File: config.mk
export PLATFORM = sky130hd
export DESIGN_NAME = hostreq_top
export DESIGN_NICKNAME = d
export VERILOG_FILES = /design/src/rtl/hostreq_pkg.sv /design/src/rtl/hostreq_rx.sv /design/src/rtl/hostreq_tx.sv /design/src/rtl/hostreq_ctrl.sv /design/src/rtl/hostreq_top.sv
export SDC_FILE = /design/constraint.sdc
export NUM_CORES = 1
export LEC_CHECK = 0
export CAP_MARGIN = 20
export CORE_ASPECT_RATIO = 1.75
export CORE_UTILIZATION = 45
export CTS_BUF_LIST = sky130_fd_sc_hd__clkbuf_8
export DETAILED_ROUTE_END_ITERATION = 12
export PLACE_DENSITY = 0.76
export SETUP_SLACK_MARGIN = 0.02
export SLEW_MARGIN = 20
export SYNTH_ARGS = -nofsm -noshare
export SYNTH_HDL_FRONTEND = slang
export SYNTH_HIERARCHICAL = 1
export SYNTH_SLANG_ARGS = --single-unit
File: constraint.sdc
create_clock -name clk -period 3.28 [get_ports clk]
set_clock_uncertainty 0.15 [all_clocks]
set_input_delay 0.492 -clock clk [delete_from_list [all_inputs] [get_ports clk]]
set_output_delay 0.492 -clock clk [all_outputs]
set_load 0.005 [all_outputs]
File: src/rtl/hostreq_pkg.sv
package hostreq_pkg;

  localparam int ADDR_W = 3;

  typedef enum logic [ADDR_W-1:0] {
    REG_CTRL = 3'd0,
    REG_STAT = 3'd1,
    REG_HI   = 3'd5,
    REG_MID  = 3'd6,
    REG_LO   = 3'd7
  } hreg_e;

  // control byte bit positions
  localparam int CTRL_RXEN = 0;
  localparam int CTRL_TXEN = 1;
  localparam int CTRL_DMA  = 2;

  // status byte bit positions
  localparam int STAT_RXF = 0;
  localparam int STAT_TXE = 1;
  localparam int STAT_REQ = 7;

  // request line: gated flags, forced low in DMA mode
  function automatic logic req_calc(input logic rxf, input logic txe,
                                    input logic rxen, input logic txen,
                                    input logic dma);
    return !dma && ((rxf && rxen) || (txe && txen));
  endfunction

  // CPU admits an interrupt only if its mask is below the level
  function automatic logic irq_admit(input int unsigned mask,
                                     input int unsigned level);
    return mask < level;
  endfunction

  // address of data byte slice i (0 = low byte)
  function automatic logic [ADDR_W-1:0] byte_addr(input int unsigned i);
    return ADDR_W'(int'(REG_LO) - int'(i));
  endfunction

endpackage

File: src/rtl/hostreq_rx.sv
module hostreq_rx #(
  parameter int WORD_W = 24
) (
  input  logic              clk,
  input  logic              rst_n,
  input  logic              push,
  input  logic [WORD_W-1:0] push_word,
  input  logic              low_rd,
  output logic              push_take,
  output logic              overrun,
  output logic              rx_full,
  output logic [WORD_W-1:0] rx_word
);

  assign push_take = push && !rx_full;
  assign overrun   = push && rx_full;

  always_ff @(posedge clk) begin
    if (!rst_n) begin
      rx_full <= 1'b0;
      rx_word <= '0;
    end else begin
      if (low_rd) rx_full <= 1'b0;
      if (push_take) begin
        rx_full <= 1'b1;
        rx_word <= push_word;
      end
    end
  end

endmodule

File: src/rtl/hostreq_tx.sv
module hostreq_tx #(
  parameter int WORD_W = 24,
  parameter int BYTE_W = 8
) (
  input  logic                       clk,
  input  logic                       rst_n,
  input  logic [WORD_W/BYTE_W-1:0]   byte_wr,
  input  logic [BYTE_W-1:0]          wdata,
  input  logic                       pop,
  output logic                       pop_take,
  output logic                       tx_empty,
  output logic [WORD_W-1:0]          tx_word
);

  localparam int NB = WORD_W / BYTE_W;

  logic [BYTE_W-1:0] hold [NB];
  logic [WORD_W-1:0] next_word;

  assign hold[0] = wdata;

  genvar gi;
  generate
    for (gi = 1; gi < NB; gi++) begin : g_hold
      logic [BYTE_W-1:0] hreg;
      always_ff @(posedge clk) begin
        if (!rst_n) hreg <= '0;
        else if (byte_wr[gi]) hreg <= wdata;
      end
      assign hold[gi] = hreg;
    end
  endgenerate

  always_comb begin
    next_word = '0;
    for (int i = 0; i < NB; i++) next_word[i*BYTE_W +: BYTE_W] = hold[i];
  end

  assign pop_take = pop && !tx_empty;

  always_ff @(posedge clk) begin
    if (!rst_n) begin
      tx_empty <= 1'b1;
      tx_word  <= '0;
    end else begin
      if (pop_take) tx_empty <= 1'b1;
      if (byte_wr[0]) begin
        tx_empty <= 1'b0;
        tx_word  <= next_word;
      end
    end
  end

endmodule

File: src/rtl/hostreq_ctrl.sv
module hostreq_ctrl
  import hostreq_pkg::*;
#(
  parameter int BYTE_W    = 8,
  parameter int MASK_W    = 3,
  parameter int IRQ_LEVEL = 6
) (
  input  logic              clk,
  input  logic              rst_n,
  input  logic              ctrl_wr,
  input  logic [BYTE_W-1:0] wdata,
  input  logic              rx_full,
  input  logic              tx_empty,
  input  logic [MASK_W-1:0] cpu_mask,
  output logic              rx_en,
  output logic              tx_en,
  output logic              dma_sel,
  output logic              host_req,
  output logic              irq_pend
);

  always_ff @(posedge clk) begin
    if (!rst_n) begin
      rx_en   <= 1'b0;
      tx_en   <= 1'b0;
      dma_sel <= 1'b0;
    end else if (ctrl_wr) begin
      rx_en   <= wdata[CTRL_RXEN];
      tx_en   <= wdata[CTRL_TXEN];
      dma_sel <= wdata[CTRL_DMA];
    end
  end

  assign host_req = req_calc(rx_full, tx_empty, rx_en, tx_en, dma_sel);
  assign irq_pend = host_req && irq_admit(int'(cpu_mask), IRQ_LEVEL);

endmodule

File: src/rtl/hostreq_top.sv
module hostreq_top
  import hostreq_pkg::*;
#(
  parameter int WORD_W    = 24,
  parameter int BYTE_W    = 8,
  parameter int MASK_W    = 3,
  parameter int IRQ_LEVEL = 6,
  parameter int IRQ_VEC   = 15,
  parameter int VEC_W     = 8
) (
  input  logic              clk,
  input  logic              rst_n,
  input  logic [2:0]        h_addr,
  input  logic              h_wr,
  input  logic              h_rd,
  input  logic [BYTE_W-1:0] h_wdata,
  output logic [BYTE_W-1:0] h_rdata,
  input  logic              d_push,
  input  logic [WORD_W-1:0] d_push_word,
  output logic              d_overrun,
  input  logic              d_pop,
  output logic [WORD_W-1:0] d_pop_word,
  output logic              d_tx_ready,
  input  logic [MASK_W-1:0] cpu_mask,
  output logic              host_req,
  output logic              irq_pend,
  output logic [MASK_W-1:0] irq_level,
  output logic [VEC_W-1:0]  irq_vector
);

  localparam int NB = WORD_W / BYTE_W;

  // named internal events
  logic [NB-1:0]     byte_hit;
  logic [NB-1:0]     tx_byte_wr;
  logic              ctrl_wr;
  logic              rx_low_rd;
  logic              push_take;
  logic              pop_take;
  logic              rx_full;
  logic              tx_empty;
  logic [WORD_W-1:0] rx_word;
  logic              rx_en;
  logic              tx_en;
  logic              dma_sel;

  genvar gb;
  generate
    for (gb = 0; gb < NB; gb++) begin : g_dec
      assign byte_hit[gb]   = (h_addr == byte_addr(gb));
      assign tx_byte_wr[gb] = h_wr && byte_hit[gb];
    end
  endgenerate

  assign ctrl_wr   = h_wr && (h_addr == REG_CTRL);
  assign rx_low_rd = h_rd && byte_hit[0];

  hostreq_rx #(.WORD_W(WORD_W)) u_rx (
    .clk(clk), .rst_n(rst_n),
    .push(d_push), .push_word(d_push_word), .low_rd(rx_low_rd),
    .push_take(push_take), .overrun(d_overrun),
    .rx_full(rx_full), .rx_word(rx_word)
  );

  hostreq_tx #(.WORD_W(WORD_W), .BYTE_W(BYTE_W)) u_tx (
    .clk(clk), .rst_n(rst_n),
    .byte_wr(tx_byte_wr), .wdata(h_wdata), .pop(d_pop),
    .pop_take(pop_take), .tx_empty(tx_empty), .tx_word(d_pop_word)
  );

  hostreq_ctrl #(.BYTE_W(BYTE_W), .MASK_W(MASK_W), .IRQ_LEVEL(IRQ_LEVEL)) u_ctrl (
    .clk(clk), .rst_n(rst_n),
    .ctrl_wr(ctrl_wr), .wdata(h_wdata),
    .rx_full(rx_full), .tx_empty(tx_empty), .cpu_mask(cpu_mask),
    .rx_en(rx_en), .tx_en(tx_en), .dma_sel(dma_sel),
    .host_req(host_req), .irq_pend(irq_pend)
  );

  assign d_tx_ready = !tx_empty;
  assign irq_level  = MASK_W'(IRQ_LEVEL);
  assign irq_vector = VEC_W'(IRQ_VEC);

  // host read mux
  always_comb begin
    h_rdata = '0;
    if (h_rd) begin
      if (h_addr == REG_CTRL) begin
        h_rdata[CTRL_RXEN] = rx_en;
        h_rdata[CTRL_TXEN] = tx_en;
        h_rdata[CTRL_DMA]  = dma_sel;
      end else if (h_addr == REG_STAT) begin
        h_rdata[STAT_RXF] = rx_full;
        h_rdata[STAT_TXE] = tx_empty;
        h_rdata[STAT_REQ] = host_req;
      end else begin
        for (int i = 0; i < NB; i++)
          if (byte_hit[i]) h_rdata = rx_word[i*BYTE_W +: BYTE_W];
      end
    end
  end

endmodule

* Yosys cells after proc, flatten, opt, wreduce, memory -nomap -nowiden *
Index checks and enable logic that the tools add are counted.

cells by class
  reductions and logical operators = 19
  multiplexer cells = 13
  magnitude comparators = 1
  eq/ne operators = 4

operators with widths
  kind                count
  $mux 8              4
  $logic_and 1x1->1   12
  $mux 5              2
  $eq 3x3->1 const B  3
  $mux 1              5
  $reduce_bool 2->1   2
  $eq 3x1->1 const B  1
  $logic_not 1->1     3
  $logic_not 3->1     1
  $lt 3x3->1 const B  1
  $mux 3              1
  $mux 2              1
  $logic_or 1x1->1    1

storage, ports and cells
  bits in registers = 69
  logic and storage cells = 46
  input bits = 44
  output and inout bits = 47

* Longest topological paths before layout *
  depth after elaboration = 7
  gate-level depth with buffers = 8
  mapped depth without buffers = 4

* By module *
Netlist, hierarchy kept.

modules (own cells, without submodules)
  module        cells each  instances  seq. area each (sq um)  area an instance (sq um)
  hostreq_tx    133         1          820.8                   1565.3
  hostreq_rx    109         1          500.5                   1027.2
  hostreq_top   63          1          0.0                     455.4
  hostreq_ctrl  12          1          60.1                    127.6

* Least setup slack after synthesis *
Ideal clock, no wire load.

  path type = input to register
  start point = in h_addr[0]
  end point = reg u_ctrl.dma_sel
  path slack = 1361 ps
  data arrival time = 1653 ps
  setup time = 116 ps
  data required time = 3014 ps
  stages = 5
  buffers on the path = 2
  cells stage by stage = buf_6 buf_6 nor4b_1 mux2i_1 nor2b_1

between the ends
  longest elaborated chain between the ends = 2

RTL lines
  element               line                RTL
  from (decl)           hostreq_top.sv:13   input logic [2:0] h_addr,
  $logic_not 3->1       hostreq_top.sv:55   assign ctrl_wr = h_wr && (h_addr == REG_CTRL);
  $logic_and 1x1->1     hostreq_top.sv:55
  named net ctrl_wr     hostreq_top.sv:36   logic ctrl_wr;
  to (signal assigned)  hostreq_ctrl.sv:30  dma_sel <= wdata[CTRL_DMA];
  to (decl)             hostreq_ctrl.sv:17  output logic dma_sel,

The timed path passes the listed nets, and every way through them passes these cells.
A chain may end at the register's enable or synchronous reset.

* Worst setup path after layout *
  start point = in h_addr[2]
  end point = out h_rdata[0]

between the ends
  longest elaborated chain between the ends = 7
  elaborated cells between the ends (all ways) = 11
  those cells by class = eq/ne (4); mux (6); reduce/logical (1)

RTL lines
  element               line               RTL
  $eq 3x3->1            hostreq_top.sv:50  assign byte_hit[gb] = (h_addr == byte_addr(gb));
  $mux 8 (3 in series)  hostreq_top.sv:97  if (byte_hit[i]) h_rdata = rx_word[i*BYTE_W +: BYTE_W];
  $mux 2                hostreq_top.sv:91  end else if (h_addr == REG_STAT) begin
  $mux 3 *              hostreq_top.sv:87  if (h_addr == REG_CTRL) begin
  $mux 8 *              hostreq_top.sv:86  if (h_rd) begin
  to (decl)             hostreq_top.sv:17  output logic [BYTE_W-1:0] h_rdata,

Every way passes the cells marked *; elsewhere a longest branch is shown, timed or not.

==> results.json <==
{
  "status": "finished clean",
  "postSynthCellCount": 316,
  "end_kind": "output port",
  "grt_pass1_vias": 2351,
  "grt_first_pass_wirelength_microns": 10850,
  "cp-startpoint": "h_addr[2]",
  "detail-route-antenna-nets": 0,
  "clkLatencyLatePin_ps": 340,
  "clkSinkCount": 69,
  "syn_area_sq_um": 3169,
  "areaGrowthSynthToFinish_pct": 30.44,
  "arrival_ps": 2370,
  "first_iter_violations": 129,
  "max_freq_ghz": 0.3320,
  "cts_buffer_depth": 2,
  "ios": 91,
  "use_met2_pct": 32.65,
  "post-place-cells": 464,
  "drive_gt1_share_pct": 9.596,
  "timing.rr.start": "u_rx/rx_full",
  "peakVddDrop_v": 0.0003242,
  "layout_min_cycle_time_ps": 3012,
  "initial_core_util_pct": 46.22,
  "worstPathRequired_ps": 2640,
  "drc": 0,
  "cts_root_buf": "clkbuf_8",
  "num_antenna_cells": 0,
  "cts_hold_buf": 0,
  "finish.net_count": 435,
  "port_buffers": 78,
  "met3_usage_pct": 5.242,
  "viasPerCell": 4.860,
  "die_x_microns": 65.44,
  "busiest_layer": "met2",
  "cp-endpoint": "h_rdata[0]",
  "rrSetupSlack_ps": 1890,
  "cts_resized": 0,
  "fp-row-count": 40,
  "r2r_cells": 3,
  "numCtsBuffers": 9,
  "h-tree-depth": 3,
  "grt_use_met1_pct": 21.14,
  "grt_start_max_net_pins": 52,
  "synth_area_per_cell_sq_um": 10.03,
  "fin_tns_setup_ps": 0,
  "instances_no_fill": 480,
  "first_pass_iters": 5,
  "startpoint_type": "input port",
  "cp_max_fo": 11,
  "die-area_sq_um": 7396,
  "wl_per_cell_microns": 14.32,
  "timing.final.crit_share_pct": 91.83,
  "cts_tree": "built",
  "cap_violations": 0,
  "vias": 2333,
  "core_sq_um": 6857,
  "hold_path.class": "flop to flop",
  "ys.warnings.count": 6,
  "wl_microns": 6872,
  "power_density_nw_per_um2": 461.6,
  "finalHoldViolations": 0,
  "clk_pin_slew_ps": 70,
  "gp_congestion": 0.8427,
  "fillers": 604,
  "worstMarginPinSlew_ps": 842.2,
  "critPathKind": "input port to output port",
  "leakagePower_nw": 1.521,
  "die_h_microns": 113.0,
  "max-slew-margin-rel_pct": 43.86,
  "antenna_found_initial": 0,
  "cts_setup_buffers": 0,
  "post-dp-hpwl_microns": 4824,
  "drv_slew": 0,
  "grt_setup_unrepaired": "no",
  "grt.total_usage_pct": 19.51,
  "r2r-end": "u_rx/rx_word[1]",
  "gr-total-overflow": 0,
  "finalSetupViolCount": 0
}
-- report_power, final --
part / internal (mW) / leakage (nW) / total, mW / switching [mW]
combinational: 0.117 / 0.837 / 0.207 / 0.0899
clock: 0.502 / 0.123 / 0.819 / 0.317
sequential: 0.865 / 0.561 / 0.882 / 0.0166
total: 1.48 / 1.52 / 1.91 / 0.424
-- worst max-delay path, cell delays in order --
cell and delay (ps):
clkdlybuf4s50_1 690, and2_1 260, a222oi_1 110, a211oi_1 270
clkdlybuf4s50_1 550
-- flip-flops by register name, summed over array words and instances (netlist names) --
signal / cells
u_tx/g_hold.hreg: 16
u_rx/rx_full: 1
u_tx/tx_empty: 1
u_ctrl/rx_en: 1
u_rx/rx_word: 24
u_ctrl/dma_sel: 1
u_ctrl/tx_en: 1
u_tx/tx_word: 24
-- worst min path at each step --
stage                     start                to  slack (ps)  cells after the start
2_1_floorplan  u_rx/rx_word[16]  u_rx/rx_word[16]         280                      2
3_3_place_gp   u_rx/rx_word[12]  u_rx/rx_word[12]         290                      2
3_5_place_dp    u_rx/rx_word[6]   u_rx/rx_word[6]         300                      2
4_1_cts         u_rx/rx_word[6]   u_rx/rx_word[6]         310                      2
5_1_grt         u_rx/rx_word[6]   u_rx/rx_word[6]         320                      2
6_report       u_rx/rx_word[14]  u_rx/rx_word[14]         310                      2
-- placed cells by master (no fill, tap or decap), types with 2 or more instances in the layout --
master / n
clkdlybuf4s50_1: 77
mux2i_1: 70
dfxtp_1: 69
nand2_1: 54
nor2b_1: 43
conb_1: 11
clkbuf_8: 9
buf_4: 8
nor2_1: 7
mux2_2: 5
a22oi_1: 5
a211oi_1: 4
inv_1: 3
nand2b_1: 3
clkinv_2: 3
bufinv_16: 3
nor2b_2: 2
nor2_2: 2
mux2_4: 2
a222oi_1: 2
-- final cells by class --
type / count / area, sq um / share of cell area, %
repair buffers: 87 / 855.8 / 20.70
clock buffers: 9 / 123.9 / 2.996
flip-flops and latches: 69 / 1381 / 33.41
clock inverters: 7 / 113.9 / 2.754
inverters: 3 / 11.26 / 0.2724
well taps: 84 / 105.1 / 2.542
multi-input cells: 221 / 1543 / 37.32
-- stage by stage --
stage | util (%) | worst slack (ps) | power [mW] | hold slack, ps | cell area [sq um]
finish | 60.29 | 267.9 | 1.908 | 305.7 | 4134
global route | 60.29 | 165.4 | 1.985 | 321.3 | 4134
CTS | 60.29 | 287.4 | 1.931 | 310.5 | 4134
detailed placement | 56.82 | 260.7 | 1.108 | 298.2 | 3896
global placement | 56.82 | 312.1 | 1.104 | 291.1 | 3896
floorplan | - | 1361 | 1.032 | 279.6 | 3203
-- per-layer routing --
metal | vias to the layer above | routed length, microns
met3 | 16 | 401
met2 | 75 | 3424
met1 | 1060 | 2818
li1 | 1182 | -
met4 | 0 | 228
met5 | - | 0
No activity file was read; power rests on OpenSTA's default activity.
